`src/rtl/boost_pkg.sv`:
```
package boost_pkg;

  // Kind of event being served in the current cycle
  typedef enum logic [1:0] {
    EV_NONE = 2'd0,
    EV_HALT = 2'd1,
    EV_WAKE = 2'd2
  } ev_kind_e;

  // Pseudo-random source: 16-bit Fibonacci register, taps 15,13,12,10
  localparam int unsigned     RND_W    = 16;
  localparam logic [RND_W-1:0] RND_TAPS = 16'hB400;
  localparam logic [RND_W-1:0] RND_SEED = 16'hACE1;

endpackage

```
`src/rtl/boost_lfsr.sv`:
```
module boost_lfsr #(
  parameter int unsigned     W    = 16,
  parameter logic [W-1:0]    TAPS = 16'hB400,
  parameter logic [W-1:0]    SEED = 16'hACE1
) (
  input  logic         clk,
  input  logic         rst_n,
  output logic [W-1:0] state_o
);

  logic [W-1:0] state_q;
  logic [W-1:0] state_d;

  always_comb begin
    state_d = {state_q[W-2:0], ^(state_q & TAPS)};
  end

  always_ff @(posedge clk or negedge rst_n) begin
    if (!rst_n) begin
      state_q <= SEED;
    end else begin
      state_q <= state_d;
    end
  end

  assign state_o = state_q;

endmodule

```
`src/rtl/boost_evt_sel.sv`:
```
module boost_evt_sel
  import boost_pkg::*;
#(
  parameter int unsigned N     = 8,
  parameter int unsigned IDX_W = (N > 1) ? $clog2(N) : 1
) (
  input  logic             clk,
  input  logic             rst_n,
  input  logic [N-1:0]     halt_evt,
  input  logic [N-1:0]     wake_evt,
  output ev_kind_e         kind_o,
  output logic [IDX_W-1:0] idx_o
);

  logic [N-1:0]     halt_pend_q, halt_pend_d;
  logic [N-1:0]     wake_pend_q, wake_pend_d;
  logic [N-1:0]     sel_onehot;
  logic [N-1:0]     halt_clr, wake_clr;
  logic             pend_en;
  ev_kind_e         kind;
  logic [IDX_W-1:0] idx;
  logic             hit;

  // Priority: halts before wakes, lowest index first
  always_comb begin
    kind = EV_NONE;
    idx  = '0;
    hit  = 1'b0;
    for (int i = 0; i < int'(N); i++) begin
      if (!hit && halt_pend_q[i]) begin
        kind = EV_HALT;
        idx  = IDX_W'(i);
        hit  = 1'b1;
      end
    end
    for (int i = 0; i < int'(N); i++) begin
      if (!hit && wake_pend_q[i]) begin
        kind = EV_WAKE;
        idx  = IDX_W'(i);
        hit  = 1'b1;
      end
    end
  end

  always_comb begin
    sel_onehot  = {{(N-1){1'b0}}, 1'b1} << idx;
    halt_clr    = (kind == EV_HALT) ? sel_onehot : '0;
    wake_clr    = (kind == EV_WAKE) ? sel_onehot : '0;
    halt_pend_d = (halt_pend_q & ~halt_clr) | halt_evt;
    wake_pend_d = (wake_pend_q & ~wake_clr) | wake_evt;
    pend_en     = hit | (|halt_evt) | (|wake_evt);
  end

  always_ff @(posedge clk or negedge rst_n) begin
    if (!rst_n) begin
      halt_pend_q <= '0;
      wake_pend_q <= '0;
    end else if (pend_en) begin
      halt_pend_q <= halt_pend_d;
      wake_pend_q <= wake_pend_d;
    end
  end

  assign kind_o = kind;
  assign idx_o  = idx;

endmodule

```
`src/rtl/boost_pick.sv`:
```
module boost_pick #(
  parameter int unsigned N     = 8,
  parameter int unsigned IDX_W = (N > 1) ? $clog2(N) : 1
) (
  input  logic [N-1:0]     cand_i,
  input  logic [IDX_W-1:0] start_i,
  output logic             found_o,
  output logic [IDX_W-1:0] pick_o
);

  // Rotating first-one search beginning at start_i
  always_comb begin
    found_o = 1'b0;
    pick_o  = '0;
    for (int j = 0; j < int'(N); j++) begin
      if (!found_o && cand_i[(int'(start_i) + j) % int'(N)]) begin
        found_o = 1'b1;
        pick_o  = IDX_W'((int'(start_i) + j) % int'(N));
      end
    end
  end

endmodule

```
`src/rtl/idle_boost_ctrl.sv`:
```
module idle_boost_ctrl
  import boost_pkg::*;
#(
  parameter int unsigned N      = 8,
  parameter int unsigned BUDGET = 3
) (
  input  logic         clk,
  input  logic         rst_n,
  input  logic [N-1:0] halt_evt,
  input  logic [N-1:0] wake_evt,
  output logic [N-1:0] fast_o
);

  localparam int unsigned IDX_W = (N > 1) ? $clog2(N) : 1;
  localparam int unsigned CNT_W = $clog2(N + 1);
  localparam logic [RND_W-1:0] N_RND = RND_W'(N);

  logic [N-1:0]     active_q, active_d;
  logic [N-1:0]     fast_q, fast_d;
  logic             lvl_en;
  ev_kind_e         kind;
  logic [IDX_W-1:0] idx;
  logic [RND_W-1:0] lfsr_q;
  logic [IDX_W-1:0] start;
  logic [N-1:0]     cand;
  logic             found;
  logic [IDX_W-1:0] pick;
  logic [CNT_W-1:0] fast_cnt;

  boost_lfsr #(
    .W    (RND_W),
    .TAPS (RND_TAPS),
    .SEED (RND_SEED)
  ) rnd_i (
    .clk     (clk),
    .rst_n   (rst_n),
    .state_o (lfsr_q)
  );

  boost_evt_sel #(
    .N     (N),
    .IDX_W (IDX_W)
  ) sel_i (
    .clk      (clk),
    .rst_n    (rst_n),
    .halt_evt (halt_evt),
    .wake_evt (wake_evt),
    .kind_o   (kind),
    .idx_o    (idx)
  );

  // Promotion candidates: executing, slow, and not the core being served
  for (genvar g = 0; g < int'(N); g++) begin : g_cand
    assign cand[g] = active_q[g] & ~fast_q[g] & (idx != IDX_W'(g));
  end

  assign start = IDX_W'(lfsr_q % N_RND);

  boost_pick #(
    .N     (N),
    .IDX_W (IDX_W)
  ) pick_i (
    .cand_i  (cand),
    .start_i (start),
    .found_o (found),
    .pick_o  (pick)
  );

  always_comb begin
    fast_cnt = '0;
    for (int i = 0; i < int'(N); i++) begin
      fast_cnt = fast_cnt + CNT_W'(fast_q[i]);
    end
  end

  // Next-state for per-core activity and level
  always_comb begin
    active_d = active_q;
    fast_d   = fast_q;
    lvl_en   = 1'b0;
    unique case (kind)
      EV_HALT: begin
        if (active_q[idx]) begin
          lvl_en        = 1'b1;
          active_d[idx] = 1'b0;
          if (fast_q[idx]) begin
            fast_d[idx] = 1'b0;
            if (found) begin
              fast_d[pick] = 1'b1;
            end
          end
        end
      end
      EV_WAKE: begin
        if (!active_q[idx]) begin
          lvl_en        = 1'b1;
          active_d[idx] = 1'b1;
          if (fast_cnt < CNT_W'(BUDGET)) begin
            fast_d[idx] = 1'b1;
          end
        end
      end
      default: begin
        lvl_en = 1'b0;
      end
    endcase
  end

  always_ff @(posedge clk or negedge rst_n) begin
    if (!rst_n) begin
      active_q <= '0;
      fast_q   <= '0;
    end else if (lvl_en) begin
      active_q <= active_d;
      fast_q   <= fast_d;
    end
  end

  assign fast_o = fast_q;

endmodule

```
`config.mk`:
```
export PLATFORM = sky130hd
export DESIGN_NAME = idle_boost_ctrl
export DESIGN_NICKNAME = d
export VERILOG_FILES = /design/src/rtl/boost_pkg.sv /design/src/rtl/boost_lfsr.sv /design/src/rtl/boost_evt_sel.sv /design/src/rtl/boost_pick.sv /design/src/rtl/idle_boost_ctrl.sv
export SDC_FILE = /design/constraint.sdc
export NUM_CORES = 1
export LEC_CHECK = 0
export ABC_CLOCK_PERIOD_IN_PS = 5150
export BUFFER_PORTS_ARGS = -buffer_cell sky130_fd_sc_hd__buf_2
export CORE_MARGIN = 2
export CORE_UTILIZATION = 39
export DETAILED_ROUTE_END_ITERATION = 8
export SETUP_SLACK_MARGIN = 0.1
export SLEW_MARGIN = 0
export SYNTH_ARGS = -nofsm -noshare
export SYNTH_HDL_FRONTEND = slang
export SYNTH_SLANG_ARGS = --single-unit
```
`constraint.sdc`:
```
create_clock -name clk -period 5.15 [get_ports clk]
set_clock_uncertainty 0.1 [all_clocks]
set_input_delay 0.2575 -clock clk [delete_from_list [all_inputs] [get_ports clk]]
set_output_delay 0.2575 -clock clk [all_outputs]
set_load 0.05 [all_outputs]
```
Word-level counts from Yosys, hierarchy flattened:

Index checks and enable logic that the tools add are counted.

* $add $sub $neg: 14
* magnitude comparators: 13
* equality and inequality tests: 13
* shifts and indexed selects: 1
* mux-type cells: 108
* bitwise logic cells: 45
* reductions and logical operators: 60

Operators with widths (count)
* 2-to-1 mux 8 bit: 9
* 2-to-1 mux 3 bit: 20
* 2-to-1 mux 1 bit: 47
* OR 8 bit: 5
* < comparator 4 x 5 -> 1 bit, second input constant: 7
* 2-to-1 mux 2 bit: 17
* AND 8 bit: 4
* case mux 8 bit (2 select lines): 2
* binary-select mux 1 bit (select 3 bit): 10
* logical AND 1 bit: 24
* inverter 8 bit: 3
* zero test 1 bit: 22
* OR reduction 3 bit: 7
* adder 4 x 1 -> 4 bit: 4
* AND 1 bit: 16
* OR reduction 8 bit: 2
* XOR reduction 16 bit: 1
* adder 3 bit, second input constant: 4
* < comparator 3 x 4 -> 1 bit, second input constant: 3
* != test 3 bit, second input constant: 4
* != test 2 bit, second input constant: 4
* inverter 1 bit: 8
* left shift 1 x 3 -> 8 bit, first input constant: 1
* AND 1 bit, first input constant: 7
* 18 further kinds: 23

* bits in registers: 48
* input bits: 18
* output and inout bits: 8

Depth between registers and ports, before layout:

Gate-level depths: netlist (run 1).

* word-level depth: 81
* gate-level depth with buffers: 15
* gate-level depth less buffers: 14

Cells and area by module:

Synthesis (run 1) repeated with hierarchy kept, for this count alone.

* cell total of the unflattened synthesis: 370
* area total of the unflattened synthesis: 3691.0 um^2

By module, submodules not included
* idle_boost_ctrl: times used 1, cells an instance 142, area an instance 1280.0 um^2
* boost_pick: times used 1, cells an instance 121, area an instance 1081.0 um^2
* boost_evt_sel: times used 1, cells an instance 73, area an instance 780.7 um^2
* boost_lfsr: times used 1, cells an instance 34, area an instance 549.3 um^2

Worst setup path before layout (run 1):

Ideal clock, no wire load.

* path type: reg2reg
* start: register fast_q[0] (netlist: fast_o[0])
* end: register fast_q[1] (netlist: fast_o[1])
* library setup time: 140 ps
* data arrival time: 4080 ps
* data required time: 4910 ps
* slack: 830 ps
* stages on the path, launching flop included: 15
* period minus slack after synthesis: 4320 ps
* cell sequence: dfrtp_1 -> fa_1 -> inv_1 -> fa_1 -> fa_1 -> inv_1 -> ha_1 -> fa_1 -> o21ai_0 -> a21oi_1 -> a211oi_1 -> clkbuf_1 -> nand2_1 -> a32oi_1 -> o31ai_1

* word-level cells in the longest chain between the ends: 36
* elaborated cells on any way between the ends: 79
* those cells by class: 7 x add/sub; 3 x order compare; 2 x eq/ne; 47 x mux; 4 x bitwise; 16 x reduce/logical

Ends and longest elaborated chain
* start: declaration: line idle_boost_ctrl.sv:19 `logic [N-1:0] fast_q, fast_d;`
* start signal: assignment: line idle_boost_ctrl.sv:115 `fast_q <= fast_d;`
* inverter 1 bit: line idle_boost_ctrl.sv:54 `assign cand[g] = active_q[g] & ~fast_q[g] & (idx != IDX_W'(g));`
* AND 1 bit (2 in a row): line idle_boost_ctrl.sv:54
* binary-select mux 1 bit (select 3 bit): line boost_pick.sv:16 `if (!found_o && cand_i[(int'(start_i) + j) % int'(N)]) begin`
* 2-to-1 mux 1 bit (not written as such): line boost_pick.sv:16
* 2-to-1 mux 1 bit: line boost_pick.sv:16
* zero test 1 bit: line boost_pick.sv:16
* logical AND 1 bit: line boost_pick.sv:16
* 2-to-1 mux 1 bit: line boost_pick.sv:16
* (+19 left out)
* logical AND 1 bit (not written as such): line idle_boost_ctrl.sv:89 `fast_d[pick] = 1'b1;`
* 2-to-1 mux 1 bit (not written as such): line idle_boost_ctrl.sv:89
* demux 1 bit (select 3 bit): line idle_boost_ctrl.sv:89
* OR 8 bit (no source line)
* 2-to-1 mux 8 bit: line idle_boost_ctrl.sv:88 `if (found) begin`
* 2-to-1 mux 8 bit: line idle_boost_ctrl.sv:86 `if (fast_q[idx]) begin`
* 2-to-1 mux 8 bit: line idle_boost_ctrl.sv:83 `if (active_q[idx]) begin`
* case mux 8 bit (2 select lines): line idle_boost_ctrl.sv:81 `unique case (kind)`

Parallel ways exist; a longest one is shown, timed or not. The select of a mux whose other input is x is not followed.
A chain may end at the register's enable or synchronous reset.

Final worst setup path (run 1):

* start: register rnd_i.state_q[0] (netlist: rnd_i.state_o[0])
* end: register fast_q[1] (netlist: fast_o[1])

* word-level cells in the longest chain between the ends: 33
* elaborated cells on any way between the ends: 70
* those cells by class: 7 x add/sub; 2 x order compare; 45 x mux; 1 x bitwise; 15 x reduce/logical

Ends and longest elaborated chain
* start: declaration: line boost_lfsr.sv:11 `logic [W-1:0] state_q;`
* start signal: assignment: line boost_lfsr.sv:22 `state_q <= state_d;`
* adder 3 x 1 -> 3 bit or binary-select mux 1 bit (select 3 bit) (tied branches): line boost_pick.sv:16, boost_pick.sv:18
* binary-select mux 1 bit (select 3 bit) or 2-to-1 mux 1 bit (tied branches): line boost_pick.sv:16
* 2-to-1 mux 1 bit (not written as such): line boost_pick.sv:16
* 2-to-1 mux 1 bit (not written as such) or zero test 1 bit (tied branches): line boost_pick.sv:16
* logical AND 1 bit: line boost_pick.sv:16
* 2-to-1 mux 1 bit: line boost_pick.sv:16
* zero test 1 bit: line boost_pick.sv:16
* logical AND 1 bit: line boost_pick.sv:16
* (+17 left out)
* logical AND 1 bit (not written as such): line idle_boost_ctrl.sv:89
* 2-to-1 mux 1 bit (not written as such): line idle_boost_ctrl.sv:89
* demux 1 bit (select 3 bit): line idle_boost_ctrl.sv:89
* OR 8 bit (no source line)
* 2-to-1 mux 8 bit *: line idle_boost_ctrl.sv:88
* 2-to-1 mux 8 bit *: line idle_boost_ctrl.sv:86
* 2-to-1 mux 8 bit *: line idle_boost_ctrl.sv:83
* case mux 8 bit (2 select lines) *: line idle_boost_ctrl.sv:81

Every way passes the cells marked *; elsewhere a longest branch is shown, timed or not. The select of a mux whose other input is x is not followed.

==> impl_metrics.tcl, run 1 <==
set metrics [dict create \
    max_slew.worst_pin.slew_ns 1.05 \
    intPower_w 0.000538 \
    worstSkewPairLatency_ns 0.31 \
    power.clock.fraction_pct 39.8 \
    critPathSlowestCell "dfstp_2" \
    finalSetupTns_ns 0 \
    critPathCaptureType "flip-flop" \
    setup_repair_after_global_routing_missed_its_margin "no" \
    die_area_sq_mm 0.0114 \
    clk_pin_slew_ns 0.10 \
    path_cells "clkinv_1, ha_1, inv_1, buf_4, nor3_1, o211a_1, a21oi_1, or4_4, a2111oi_4, o21ba_4, o31ai_1" \
    crit_buf_inv 3 \
    netlist.area_leader.share_pct 24.3 \
    dieWidth_um 107 \
    post_synth_main_area_contributors "dfrtp_1 24%, dfstp_2 5.1%, nor2_1 3.6%, nand2_1 3.1%, o31ai_1 3.1%" \
    detail_route.vias_per_cell 6.53 \
    fin_nets 514 \
    tritoncts.num_buffers 5 \
    grt_pass1_wl_um 20500 \
    synth_top_area_cell "dfrtp_1" \
    largest_net_degree_at_the_start_of_global_routing 49 \
    synth_nets 499 \
    postRouteWirelength_um 12800 \
    overall_global_routing_usage_pct 23.0 \
    cp_top_family "compound AO/OA/AOI/OAI gates" \
    power_density_mw_per_mm2 159 \
    starting_density_of_the_core_pct 40.0 \
    drc 0 \
    final_period_minus_worst_setup_slack_ns 4.61 \
    yosys_most_used_dff "dfrtp_1" \
    place.gp.congestion 0.877 \
    post-synth-top-count-cell "dfrtp_1" \
    post_cts.repair.setup_buffers 0 \
    synth.cells.most_frequent "40 x dfrtp_1, 39 x nor2_1, 34 x nand2_1, 23 x o21ai_0, 22 x a21oi_1" \
    max-clock-path-buffers 2 \
    final.period_utilization_pct 89.5 \
    hold_viol 0 \
    syn_inst 472 \
    antenna_found_initial 0 \
    power_frac_comb_pct 6.3 \
    placement.io_buffers 25 \
    largest_fanout_on_the_critical_path 31 \
    dpl.hpwl_um 9550 \
    clock.fmax_mhz 217 \
    ant_nets 0 \
    via_count 4076 \
    ctsHtreeMaxLevel 2 \
    worstSetupStartpointType "flip-flop" \
    slew_headroom_pct 30.2 \
    postLayoutCellArea_sq_mm 0.00447 \
    drt-wirelength-per-cell_um 20.5 \
    layout-drive-gt1-share_pct 16.2 \
    max_slew_vio_count 0 \
    synthArstFlopShare_pct 100 \
    detail_route.iter0.violations 510 \
    antenna_cells 0 \
    holdCritPathClass "in2reg" \
    global_route.overflow_total 0 \
    synth.avg_cell_area_sq_um 8.72 \
    power_switching_w 0.000173 \
    grt_pass1_vias 3738 \
    flow.area_growth_from_synthesis_pct 8.55 \
    synth_sequential_area_ratio_pct 29.4 \
    drt_pass1_iterations 6 \
    report.final.setup_viol 0 \
    ys_seq_elements 48 \
    clock-root-buffer "clkbuf_8" \
    synth.distinct_cells 85 \
    core_region_area_sq_mm 0.0103 \
    yosysWarningCount 0 \
    critical-path-max-stage-delay_ns 0.92 \
    rows 37 \
    sequential_share_of_power_pct 53.8 \
    leakage_nw 1.64 \
    power.share.switching_pct 24.3 \
    tritoncts_clock_tree "built" \
    worstSetupPathType "reg2reg" \
    clock_sink_count 48 \
    status "completed" \
    die-height_um 107 \
    timing.critical_path.required_ns 5.27 \
    boundaryPins 26 \
    timing.max_cap.violations 0 \
    peakVddDrop_mv 0.148 \
    critPathArrivalTime_ns 4.73 \
    edff_count_synth 0 \
    synth_area_sq_mm 0.00411 \
    dpl_cell_area_sq_mm 0.00434 \
]
-- metrics by stage --
stage	hold WS, ns	utilization, %	power, W	cells	setup WS [ns]
2_1_floorplan	-0.138	-	0.000412	472	0.830
3_3_place_gp	0.235	42.2	0.000433	615	0.688
3_5_place_dp	0.240	42.2	0.000434	615	0.620
4_1_cts	0.00849	43.5	0.000716	624	0.580
5_1_grt	0.00655	43.5	0.000739	624	0.279
6_report	0.0135	43.5	0.000711	624	0.540
-- path summary, 6_finish.rpt --
path | slack (ns) | cells past startpoint | to | startpoint
max in group asynchronous | 4.29 | 1 | async pin | rst_n
max reg2reg | 0.54 | 11 | fast_o[1] | rnd_i.state_o[0]
min | 0.01 | 2 | sel_i.wake_pend_q[0] | wake_evt[0]
min reg2reg | 0.26 | 0 | rnd_i.state_o[4] | rnd_i.state_o[3]
max | 0.54 | 11 | fast_o[1] | rnd_i.state_o[0]
min in group asynchronous | 0.03 | 1 | sel_i.wake_pend_q[6] | rst_n
-- cell families (layout without fill, tap and decap cells) --
family                   Yosys count  in the layout  share of synthesized area, %
XOR/XNOR                           7              7                          1.49
multiplexers                      10             10                          2.65
AO/OA/AOI/OAI                    187            187                          35.4
adder cells (fa/ha/maj)            9              9                          3.47
buffers and inverters             42             58                          4.44
flip-flops                        48             48                          29.4
AND/OR/NAND/NOR                  169            169                          23.1
-- power by group through the flow --
stage | sequential, W | clock (W) | combinational, W
floorplan | 0.000386 | 0 | 0.0000260
global placement | 0.000390 | 0 | 0.0000436
detailed placement | 0.000390 | 0 | 0.0000439
CTS | 0.000383 | 0.000289 | 0.0000446
global route | 0.000383 | 0.000307 | 0.0000496
finish | 0.000383 | 0.000283 | 0.0000450
-- layout by cell type (no fill, tap or decap), types with 12 or more instances in the layout --
cell      count
dfrtp_1      40
a21o_1       13
inv_1        15
o31ai_1      17
nand2_1      34
nand2b_1     12
buf_2        25
o21ai_0      23
a21oi_1      22
nand3_1      16
nor2_1       39
o211ai_1     16
-- cell type report --
type | instances | area (sq um)
clock buffer | 5 | 68.8
clock inverter | 3 | 47.5
fill | 1037 | 5810
inverter | 18 | 67.6
multi-input combinational | 382 | 2720
sequential | 48 | 1210
tap | 136 | 170
timing repair buffer | 32 | 180
-- layer usage --
metal | share of wire [%] | track usage [%] | vias to the layer above | wire, um
met4 | 2.0 | 5.38 | 0 | 253
met5 | 0 | 0 | - | 0
met1 | 44 | 32.6 | 1941 | 5580
met3 | 10 | 5.23 | 23 | 1290
met2 | 44 | 35.5 | 239 | 5690
li1 | - | - | 1873 | -
-- repair_timing --
item                                   in CTS  in global routing
hold buffers                                1                  0
endpoints found under the hold margin       1                  0
resized for setup                           0                  0
Note: power is estimated with default switching activity, not from simulation.
==> run 2, diff against run 1 <==
--- a/config.mk
+++ b/config.mk
@@ -5,7 +5,7 @@
 export SDC_FILE = /design/constraint.sdc
 export NUM_CORES = 1
 export LEC_CHECK = 0
-export ABC_CLOCK_PERIOD_IN_PS = 5150
+export ABC_CLOCK_PERIOD_IN_PS = 4600
 export BUFFER_PORTS_ARGS = -buffer_cell sky130_fd_sc_hd__buf_2
 export CORE_MARGIN = 2
 export CORE_UTILIZATION = 39
==> constraint.sdc (replaced) <==
create_clock -name clk -period 4.6 [get_ports clk]
set_clock_uncertainty 0.1 [all_clocks]
set_input_delay 0.23 -clock clk [delete_from_list [all_inputs] [get_ports clk]]
set_output_delay 0.23 -clock clk [all_outputs]
set_load 0.05 [all_outputs]
==> impl_metrics.tcl, run 2 (same netlist as run 1, synthesis figures left out) <==
set metrics [dict create \
    worstSetupStartpointType "flip-flop" \
    post_cts.repair.setup_buffers 0 \
    report.final.setup_viol 0 \
    timing.hold.ws_ns -0.0137 \
    timing.reg2reg.setup_slack_ns 0.32 \
    antenna_cells 0 \
    boundaryPins 26 \
    antenna_found_initial 0 \
    critPathArrivalTime_ns 4.40 \
    setup_repair_after_global_routing_missed_its_margin "no" \
    final_period_minus_worst_setup_slack_ns 4.28 \
    worstSetupPathType "reg2reg" \
    report.power.total_w 0.000812 \
    tritoncts_clock_tree "built" \
    final-seq-area_sq_mm 0.00121 \
    largest_fanout_on_the_critical_path 8 \
    drt-wirelength-per-cell_um 20.5 \
    starting_density_of_the_core_pct 40.0 \
    detail_route.vias_per_cell 6.43 \
    leakage_nw 1.76 \
    fin_cells 650 \
    final.period_utilization_pct 92.9 \
    dieWidth_um 107 \
    violations "hold timing" \
    max-clock-path-buffers 2 \
    tritoncts.num_buffers 5 \
    power_density_mw_per_mm2 172 \
    clock_sink_count 48 \
    ctsHtreeMaxLevel 2 \
    rows 37 \
    clock-root-buffer "clkbuf_8" \
    via_count 4178 \
    fin_nets 540 \
    commonest_non_fill_non_tap_cell_in_the_layout "dfrtp_1" \
    holdCritPathClass "in2async" \
    hold_viol 35 \
    grt_pass1_wl_um 21000 \
    drc 0 \
    multi_input_area_sq_mm 0.00275 \
    worstSkewPairLatency_ns 0.32 \
    ant_nets 0 \
    postRouteWirelength_um 13300 \
    nFillCells 1045 \
    status "complete, but fails checks" \
    clock.fmax_mhz 234 \
    die_area_sq_mm 0.0114 \
    max_slew_vio_count 0 \
    slew_headroom_pct 31.4 \
    place.gp.congestion 0.912 \
    core_region_area_sq_mm 0.0103 \
    placement.io_buffers 25 \
    flow.area_growth_from_synthesis_pct 14.6 \
    grt_pass1_vias 3873 \
    peakVddDrop_mv 0.137 \
    overall_global_routing_usage_pct 23.6 \
    timing.critical_path.required_ns 4.73 \
    clk_pin_slew_ns 0.10 \
    timing.max_cap.violations 0 \
    finish.utilization_pct 45.9 \
    max_slew.worst_pin.slew_ns 1.03 \
    largest_net_degree_at_the_start_of_global_routing 49 \
    layout.cells.most_common_list "40 x dfrtp_1, 39 x nor2_1, 34 x nand2_1" \
    die-height_um 107 \
    finalSetupTns_ns 0 \
    global_route.overflow_total 0 \
    drt_pass1_iterations 5 \
    placed_cells 629 \
    layout-drive-gt1-share_pct 18.9 \
    critPathCaptureType "flip-flop" \
    dpl.hpwl_um 9820 \
    detail_route.iter0.violations 569 \
]
[run 2: cell type report]
cell class | count | area share [%]
clock inverter | 3 | 0.982
tap | 136 | 3.61
multi-input combinational | 382 | 58.2
timing repair buffer | 58 | 8.60
clock buffer | 5 | 1.46
sequential | 48 | 25.7
inverter | 18 | 1.43
[run 2: report_power, final]
part / leakage, nW / switching, W / total, W / internal [W]
sequential: 0.564 / 0.00000527 / 0.000429 / 0.000424
clock: 0.0548 / 0.000158 / 0.000321 / 0.000164
combinational: 1.14 / 0.0000366 / 0.0000615 / 0.0000249
[run 2: what timing repair did]
action | CTS | global route
setup endpoints to repair | 0 | 8
gates resized for setup | 0 | 4
hold buffers | 12 | 1
endpoints found under the hold margin | 12 | 1
[run 2: worst max-delay path: stages, from the launching register on]
cell and delay [ns]:
dfrtp_1 0.51, nor4_1 0.49, o31ai_1 0.25, a21oi_2 0.37
o41a_1 0.35, nand2_1 0.11, a32oi_1 0.54, a311oi_1 0.19
a311oi_1 0.47, nand3_1 0.13, a221o_1 0.39, o31ai_1 0.28
[run 2: routing by layer]
layer	up-vias	wire length [um]	track usage, %
met1	1993	6160	35.3
met3	23	1130	4.07
met4	0	209	5.47
li1	1919	-	-
met5	-	0	0
met2	243	5800	35.4
[run 2: final timing paths]
check,from,to,depth (start not counted)
min,rst_n,sel_i.halt_pend_q[5],1
max,sel_i.halt_pend_q[7],fast_o[5],11
max in group asynchronous,rst_n,sel_i.wake_pend_q[0],1
min reg2reg,rnd_i.state_o[3],rnd_i.state_o[4],0
min in group clk,halt_evt[3],sel_i.halt_pend_q[3],2
max reg2reg,sel_i.halt_pend_q[7],fast_o[5],11
[run 2: stage by stage]
stage | instance area [sq um] | setup slack [ns]
2_1_floorplan | 4110 | 0.280
3_3_place_gp | 4440 | 0.355
3_5_place_dp | 4440 | 0.271
4_1_cts | 4680 | 0.246
5_1_grt | 4710 | 0.123
6_report | 4710 | 0.325
